`src/rtl/rtc_rate_pkg.sv`:
```
package rtc_rate_pkg;

  localparam int SHIFT_W = 5;

  localparam logic [2:0] DIV_FAST = 3'b000;
  localparam logic [2:0] DIV_MID  = 3'b001;
  localparam logic [2:0] DIV_SLOW = 3'b010;

  localparam logic [SHIFT_W-1:0] BASE_FAST = 5'd7;
  localparam logic [SHIFT_W-1:0] BASE_MID  = 5'd5;
  localparam logic [SHIFT_W-1:0] BASE_SLOW = 5'd0;
  localparam logic [SHIFT_W-1:0] SLOW_LOW_OFS = 5'd6;

  typedef struct packed {
    logic pf;
    logic af;
    logic uf;
  } rtc_flags_t;

  function automatic logic div_runs(input logic [2:0] d);
    return (d == DIV_FAST) || (d == DIV_MID) || (d == DIV_SLOW);
  endfunction

  function automatic logic div_held(input logic [2:0] d);
    return d[2:1] == 2'b11;
  endfunction

  // Period of the selected tap as a power of two in oscillator ticks; 0 = off.
  function automatic logic [SHIFT_W-1:0] tap_shift(input logic [2:0] d,
                                                   input logic [3:0] r);
    logic [SHIFT_W-1:0] base;
    logic [SHIFT_W-1:0] rr;
    rr = {1'b0, r};
    case (d)
      DIV_FAST: base = BASE_FAST;
      DIV_MID:  base = BASE_MID;
      default:  base = BASE_SLOW;
    endcase
    if (!div_runs(d) || (r == 4'd0)) return '0;
    if ((d == DIV_SLOW) && (r < 4'd3)) return rr + SLOW_LOW_OFS;
    return base + rr - 5'd1;
  endfunction

endpackage

```
`src/rtl/rtc_prescaler.sv`:
```
module rtc_prescaler #(
  parameter int CHAIN_W = 22
) (
  input  logic               clk,
  input  logic               rst_n,
  input  logic               tick,
  input  logic [2:0]         div_code,
  output logic [CHAIN_W-1:0] cnt,
  output logic               chain_held
);
  import rtc_rate_pkg::*;

  logic chain_run;

  assign chain_held = div_held(div_code);
  assign chain_run  = div_runs(div_code);

  always_ff @(posedge clk) begin
    if (!rst_n)          cnt <= '0;
    else if (chain_held) cnt <= '0;
    else if (chain_run && tick) cnt <= cnt + 1'b1;
  end

  assert_hold_R4: assert property (@(posedge clk) disable iff (!rst_n)
    chain_held |=> (cnt == '0));

  assert_freeze_R4: assert property (@(posedge clk) disable iff (!rst_n)
    (!chain_held && !chain_run) |=> $stable(cnt));

  assert_no_tick_R12: assert property (@(posedge clk) disable iff (!rst_n)
    (!tick && !chain_held) |=> $stable(cnt));

endmodule

```
`src/rtl/rtc_rate_tap.sv`:
```
module rtc_rate_tap #(
  parameter int CHAIN_W = 22
) (
  input  logic               clk,
  input  logic               rst_n,
  input  logic [CHAIN_W-1:0] cnt,
  input  logic [2:0]         div_code,
  input  logic [3:0]         rate_code,
  input  logic               tick,
  input  logic               sq_en,
  output logic               per_evt,
  output logic               tap_level,
  output logic               sq_wave
);
  import rtc_rate_pkg::*;

  localparam logic [CHAIN_W-1:0] ONE = CHAIN_W'(1);

  logic [SHIFT_W-1:0] shl;
  logic               tap_on;
  logic [CHAIN_W-1:0] full_mask;
  logic [CHAIN_W-1:0] half_mask;
  logic [CHAIN_W-1:0] tap_bit;

  assign shl       = tap_shift(div_code, rate_code);
  assign tap_on    = (shl != '0);
  assign full_mask = (ONE << shl) - ONE;
  assign half_mask = (ONE << (shl - 5'd1)) - ONE;
  assign tap_bit   = ONE << (shl - 5'd1);

  assign tap_level = tap_on && ((cnt & tap_bit) != '0);
  // The tap bit rises when the low bits roll from just-below-half to half.
  assign per_evt   = tick && tap_on && ((cnt & full_mask) == half_mask);
  assign sq_wave   = sq_en && tap_level;

  assert_rate_off_R5: assert property (@(posedge clk) disable iff (!rst_n)
    (rate_code == 4'd0) |-> !per_evt);

endmodule

```
`src/rtl/rtc_irq_status.sv`:
```
module rtc_irq_status (
  input  logic                     clk,
  input  logic                     rst_n,
  input  rtc_rate_pkg::rtc_flags_t evts,
  input  rtc_rate_pkg::rtc_flags_t enables,
  input  logic                     rd,
  output rtc_rate_pkg::rtc_flags_t flags,
  output logic                     req
);
  import rtc_rate_pkg::*;

  rtc_flags_t kept;

  assign kept = rd ? rtc_flags_t'('0) : flags;

  always_ff @(posedge clk) begin
    if (!rst_n) flags <= '0;
    else        flags <= kept | evts;
  end

  assign req = |(flags & enables);

  assert_read_clears_R10: assert property (@(posedge clk) disable iff (!rst_n)
    (rd && (evts == '0)) |=> (flags == '0));

  assert_coincident_keep_R11: assert property (@(posedge clk) disable iff (!rst_n)
    (rd && evts.uf) |=> flags.uf);

  assert_pf_sets_R7: assert property (@(posedge clk) disable iff (!rst_n)
    evts.pf |=> flags.pf);

endmodule

```
`src/rtl/rtc_periodic_gen.sv`:
```
module rtc_periodic_gen #(
  parameter int CHAIN_W = 22
) (
  input  logic       clk,
  input  logic       rst_n,
  input  logic       osc_tick,
  input  logic [6:0] ctrl_a,
  input  logic       per_irq_en,
  input  logic       alm_irq_en,
  input  logic       upd_irq_en,
  input  logic       sq_out_en,
  input  logic       alarm_evt,
  input  logic       update_evt,
  input  logic       status_rd,
  output logic [7:0] status_q,
  output logic       irq,
  output logic       sqw_out
);
  import rtc_rate_pkg::*;

  logic [2:0]         div_code;
  logic [3:0]         rate_code;
  logic [CHAIN_W-1:0] chain_cnt;
  logic               chain_held;
  logic               per_evt;
  logic               tap_level;
  rtc_flags_t         evts;
  rtc_flags_t         enables;
  rtc_flags_t         flags;
  logic               req;

  assign div_code  = ctrl_a[6:4];
  assign rate_code = ctrl_a[3:0];

  rtc_prescaler #(.CHAIN_W(CHAIN_W)) u_pre (
    .clk(clk), .rst_n(rst_n), .tick(osc_tick), .div_code(div_code),
    .cnt(chain_cnt), .chain_held(chain_held)
  );

  rtc_rate_tap #(.CHAIN_W(CHAIN_W)) u_tap (
    .clk(clk), .rst_n(rst_n), .cnt(chain_cnt), .div_code(div_code),
    .rate_code(rate_code), .tick(osc_tick), .sq_en(sq_out_en),
    .per_evt(per_evt), .tap_level(tap_level), .sq_wave(sqw_out)
  );

  assign evts    = '{pf: per_evt, af: alarm_evt, uf: update_evt};
  assign enables = '{pf: per_irq_en, af: alm_irq_en, uf: upd_irq_en};

  rtc_irq_status u_stat (
    .clk(clk), .rst_n(rst_n), .evts(evts), .enables(enables),
    .rd(status_rd), .flags(flags), .req(req)
  );

  assign status_q = {req, flags.pf, flags.af, flags.uf, 4'b0000};
  assign irq      = req;

  assert_edge_tap_R2: assert property (@(posedge clk) disable iff (!rst_n)
    (per_evt && !chain_held) |=> (tap_level || !$stable(ctrl_a)));

  assert_held_quiet_R4: assert property (@(posedge clk) disable iff (!rst_n)
    chain_held |-> !per_evt);

endmodule

```
`config.mk`:
```
export PLATFORM = sky130hd
export DESIGN_NAME = rtc_periodic_gen
export DESIGN_NICKNAME = d
export VERILOG_FILES = /design/src/rtl/rtc_rate_pkg.sv /design/src/rtl/rtc_prescaler.sv /design/src/rtl/rtc_rate_tap.sv /design/src/rtl/rtc_irq_status.sv /design/src/rtl/rtc_periodic_gen.sv
export SDC_FILE = /design/constraint.sdc
export NUM_CORES = 1
export LEC_CHECK = 0
export ABC_AREA = 1
export ABC_CLOCK_PERIOD_IN_PS = 10700
export BUFFER_PORTS_ARGS = -buffer_cell sky130_fd_sc_hd__buf_2
export CAP_MARGIN = 30
export CORE_MARGIN = 5
export CORE_UTILIZATION = 35
export CTS_BUF_LIST = sky130_fd_sc_hd__clkbuf_4
export CTS_CLUSTER_SIZE = 24
export DETAILED_ROUTE_END_ITERATION = 7
export SETUP_SLACK_MARGIN = 0.15
export SLEW_MARGIN = 25
export SYNTH_ARGS = -nofsm -noshare
export SYNTH_HDL_FRONTEND = slang
export SYNTH_SLANG_ARGS = --single-unit
```
`constraint.sdc`:
```
create_clock -name clk -period 10.7 [get_ports clk]
set_input_delay 1.605 -clock clk [delete_from_list [all_inputs] [get_ports clk]]
set_output_delay 1.605 -clock clk [all_outputs]
set_load 0.02 [all_outputs]
```
==> impl_table.tex <==
\begin{tabular}{lr}
\hline
Metric & Value \\
\hline
\multicolumn{2}{l}{\textbf{Final layout}} \\
\quad Area growth syn-to-layout & 7.34\% \\
\quad Number of antenna repair diodes & 0 \\
\quad Number of cells in the finished layout apart from fillers & 701 \\
\quad Fraction of layout cells with a size suffix above 1 & 13.2\% \\
\quad Fin nets & 619 \\
\multicolumn{2}{l}{\textbf{Power}} \\
\quad Clock network fraction of total power & 15.6\% \\
\quad Part of the total power dissipated in sequential elements & between 20\% and 30\% \\
\quad Static Leak & 1.78 nW \\
\quad Final total power & around 340 uW \\
\quad Internal power contribution & 171 uW \\
\quad P per Cell Area & between 90 and 100 nW/um2 \\
\quad Net switching share of the total power & about half \\
\quad Worst VDD drop & just over 0.05 mV \\
\quad Net switching power of the design & roughly 170 uW \\
\quad Share of total power in combinational logic & between 50\% and 60\% \\
\multicolumn{2}{l}{\textbf{Placed design}} \\
\quad HPWL after DPL & 8010 um \\
\quad Count of buffers inserted at the top-level ports & 22 \\
\quad Worst slack after detailed placement & about 4.3 ns \\
\quad Number of cells after detailed placement & 697 \\
\quad Placer Congestion & 0.966 \\
\multicolumn{2}{l}{\textbf{Setup path}} \\
\quad Kind of critical path & primary input to output pin \\
\quad Startpoint types & primary input \\
\quad Critical-path maximum fanout & 17 \\
\quad Reg2Reg Setup Slack & 7.83 ns \\
\quad Required time at the endpoint of the critical path & between 9 and 10 ns \\
\quad Critical path capture point type & output pin \\
\quad Data arrival, critical path & around 4.8 ns \\
\multicolumn{2}{l}{\textbf{CTS}} \\
\quad Post-CTS Resized & 0 \\
\quad Skew-Pair Late Insertion Delay & between 0.3 and 0.4 ns \\
\quad H-tree level count & 1 \\
\quad Max Buffers Root-to-Sink & 2 \\
\quad Inserted Clock Buffers & 3 \\
\quad Clock sink count & 25 \\
\quad Root Buffer Master & sky130\_fd\_sc\_hd\_\_clkbuf\_4 \\
\quad TritonCTS clock tree & done \\
\quad Number of buffers inserted by hold repair at cts & 0 \\
\quad Clock slew seen by the registers of the worst setup and hold paths & between 0.15 and 0.2 ns \\
\quad Number of buffers added for setup after CTS & 0 \\
\multicolumn{2}{l}{\textbf{Synth}} \\
\quad Post-Synthesis Mean Instance Area & 5.66 um2 \\
\quad Dominant cells by area after synthesis & sky130\_fd\_sc\_hd\_\_nand2\_1 20\%, sky130\_fd\_sc\_hd\_\_dfxtp\_1 16\%, sky130\_fd\_sc\_hd\_\_nand3\_1 9.9\% \\
\quad Yosys top cell area share & 19.7\% \\
\quad Post-synthesis register bit count & 25 \\
\quad Dominant cell by count in the synthesized netlist & sky130\_fd\_sc\_hd\_\_nand2\_1 \\
\quad Share of synthesized flip-flops with an asynchronous set or reset & 0\% \\
\quad Leading register cell type out of synthesis & sky130\_fd\_sc\_hd\_\_dfxtp\_1 \\
\quad Part of the Yosys area used for sequential elements & around 16\% \\
\quad Most frequent cells after synthesis & 169 x sky130\_fd\_sc\_hd\_\_nand2\_1, 81 x sky130\_fd\_sc\_hd\_\_inv\_1, 64 x sky130\_fd\_sc\_hd\_\_nand3\_1 \\
\quad Number of library cell types mapped by synthesis & 46 \\
\quad Number of synthesized flops with an enable pin & 0 \\
\quad Cell area after synthesis & 3220 um2 \\
\quad Library cell with the largest summed area after synthesis & sky130\_fd\_sc\_hd\_\_nand2\_1 \\
\quad Cell count after synthesis & 569 \\
\quad Yosys warns & 0 \\
\multicolumn{2}{l}{\textbf{Timing}} \\
\quad Count of endpoints failing hold in the final timing report & 0 \\
\quad Number of setup violations in the final report & 0 \\
\quad Pins Over Slew Limit & 0 \\
\quad Worst hold margin & 0.497 ns \\
\quad Setup TNS Final & 0 ns \\
\quad Portion of the clock cycle consumed by the worst path in the final layout & 59.5\% \\
\quad Post-layout minimum cycle time & 6.37 ns \\
\quad Unrepaired setup endpoints after global routing & no \\
\quad Fmax & between 150 and 200 MHz \\
\quad Least setup slack across all paths after layout & 4.33 ns \\
\quad Layout Skew & roughly 0.019 ns \\
\multicolumn{2}{l}{\textbf{Die}} \\
\quad Ports placed on the boundary & 27 \\
\quad Chip Height & 106 um \\
\quad Count of standard-cell rows & 35 \\
\quad Placeable core area & approximately 9100 um2 \\
\quad Die area & roughly 11000 um2 \\
\quad Initial standard-cell utilization of the core & between 30\% and 40\% \\
\quad Horizontal die dimension & 106 um \\
\multicolumn{2}{l}{\textbf{Drt}} \\
\quad DRT antenna net count & 0 \\
\quad DRC violations left & 0 \\
\quad Number of vias in the routed layout & 3701 \\
\quad Number of DRC markers after the initial detailed-route iteration & 270 \\
\quad Iteration count of the initial detailed-routing pass & 5 \\
\quad Final routed wirelength across all metal layers & 9790 um \\
\quad Wire length per cell after detailed routing & roughly 14 um \\
\quad Average vias per placed instance & 5.28 \\
\multicolumn{2}{l}{\textbf{Global routing}} \\
\quad Congestion Overflow GR & 0 \\
\quad Maximum number of pins on one net before global-route repair & 23 \\
\quad Total global routing track utilization & approximately 18\% \\
\quad Wire length of the first global-routing pass & 16300 um \\
\quad Via count of the first global-routing pass & 3341 \\
\quad Antenna violations before repair & 0 \\
\multicolumn{2}{l}{\textbf{Worst hold path}} \\
\quad Kind of path behind the tightest hold check & register to register \\
\multicolumn{2}{l}{\textbf{Run}} \\
\quad Number of max-cap violations & 0 \\
\multicolumn{2}{l}{\textbf{Outcome}} \\
\quad Outcome & finished, final reports clean \\
\hline
\end{tabular}
==> worst max-delay path: stages <==
cell and delay, ns:
sky130_fd_sc_hd__buf_2 0.11, sky130_fd_sc_hd__inv_1 0.10, sky130_fd_sc_hd__nand3_1 0.09, sky130_fd_sc_hd__ha_1 0.28, sky130_fd_sc_hd__inv_1 0.04, sky130_fd_sc_hd__ha_1 0.22, sky130_fd_sc_hd__fa_1 0.38, sky130_fd_sc_hd__xnor2_1 0.16
sky130_fd_sc_hd__nand2_1 0.10, sky130_fd_sc_hd__nand3_4 0.20, sky130_fd_sc_hd__nand2_1 0.08, sky130_fd_sc_hd__nor2_1 0.16, sky130_fd_sc_hd__nand2_1 0.18, sky130_fd_sc_hd__inv_1 0.12, sky130_fd_sc_hd__nor2_1 0.06, sky130_fd_sc_hd__nor2_1 0.16
sky130_fd_sc_hd__nand2_1 0.11, sky130_fd_sc_hd__o2111ai_1 0.10, sky130_fd_sc_hd__nor4_1 0.07, sky130_fd_sc_hd__a41oi_1 0.23, sky130_fd_sc_hd__buf_2 0.21
==> power groups by stage <==
stage | Sequential [mW] | Combinational [mW] | Clock (mW)
2_1_floorplan | 0.0972 | 0.149 | 0
3_3_place_gp | 0.0966 | 0.188 | 0
3_5_place_dp | 0.0966 | 0.189 | 0
4_1_cts | 0.0947 | 0.190 | 0.0546
5_1_grt | 0.0949 | 0.218 | 0.0581
6_report | 0.0946 | 0.193 | 0.0534
==> flip-flops by register name (all words and copies together) (netlist names) <==
signal / flops
u_pre.cnt: 22
u_stat.flags: 3
==> cells by family after synthesis <==
| family | synth area share [%] |
|---|---|
| adder cells (fa/ha/maj) | 4.50 |
| XOR/XNOR | 1.90 |
| buffers and inverters | 11.9 |
| flip-flops | 15.5 |
| AO/OA/AOI/OAI | 10.2 |
| AND/OR/NAND/NOR | 55.9 |
| other | 0.116 |
==> cell type report <==
| type | instances | area (um2) |
|---|---|---|
| timing repair buffer | 23 | 118 |
| fill | 1005 | 5650 |
| multi-input combinational | 453 | 2350 |
| inverter | 85 | 322 |
| tap | 111 | 139 |
| clock buffer | 4 | 30.0 |
| sequential | 25 | 500 |
==> per-layer routing <==
metal,wire [um],up-vias,global-route usage [%]
met5,0,-,0
met4,280,0,5.64
met3,562,22,2.25
met2,4340,132,28.4
met1,4610,1653,24.6
li1,-,1894,-
==> worst paths after layout <==
| check | cells past startpoint | startpoint | end |
|---|---|---|---|
| max | 21 | ctrl_a[6] | sqw_out |
| min | 2 | u_stat.flags[2] | u_stat.flags[2] |
| max reg2reg | 17 | u_pre.cnt[0] | u_pre.cnt[21] |
| min reg2reg | 2 | u_stat.flags[2] | u_stat.flags[2] |
==> stage by stage <==
| step | cell area [um2] | util (%) |
|---|---|---|
| detailed placement | 3430 | 37.7 |
| finish | 3460 | 38.0 |
| global route | 3460 | 38.0 |
| global placement | 3430 | 37.7 |
| floorplan | 3230 | - |
| CTS | 3460 | 38.0 |
==> cell usage in the layout (no fill, tap or decap), types with 2 or more instances in the layout <==
master	n
sky130_fd_sc_hd__o221ai_1	2
sky130_fd_sc_hd__a21oi_1	29
sky130_fd_sc_hd__nor3b_1	2
sky130_fd_sc_hd__ha_1	10
sky130_fd_sc_hd__nand2_2	9
sky130_fd_sc_hd__nor2_2	12
sky130_fd_sc_hd__xor2_1	5
sky130_fd_sc_hd__nor2_1	60
sky130_fd_sc_hd__inv_2	3
sky130_fd_sc_hd__o21ai_1	2
sky130_fd_sc_hd__nand4_1	16
sky130_fd_sc_hd__buf_2	22
sky130_fd_sc_hd__conb_1	4
sky130_fd_sc_hd__clkbuf_4	4
sky130_fd_sc_hd__nor4_1	4
sky130_fd_sc_hd__nor2_4	8
sky130_fd_sc_hd__nand3_2	6
sky130_fd_sc_hd__inv_1	81
sky130_fd_sc_hd__nand3_1	64
sky130_fd_sc_hd__o2111ai_1	2
sky130_fd_sc_hd__nor3_1	11
sky130_fd_sc_hd__xnor2_1	2
sky130_fd_sc_hd__nand4_2	5
sky130_fd_sc_hd__nand2_1	169
sky130_fd_sc_hd__dfxtp_1	25
sky130_fd_sc_hd__o21ai_0	15
Note: power is estimated with default switching activity, not from simulation.
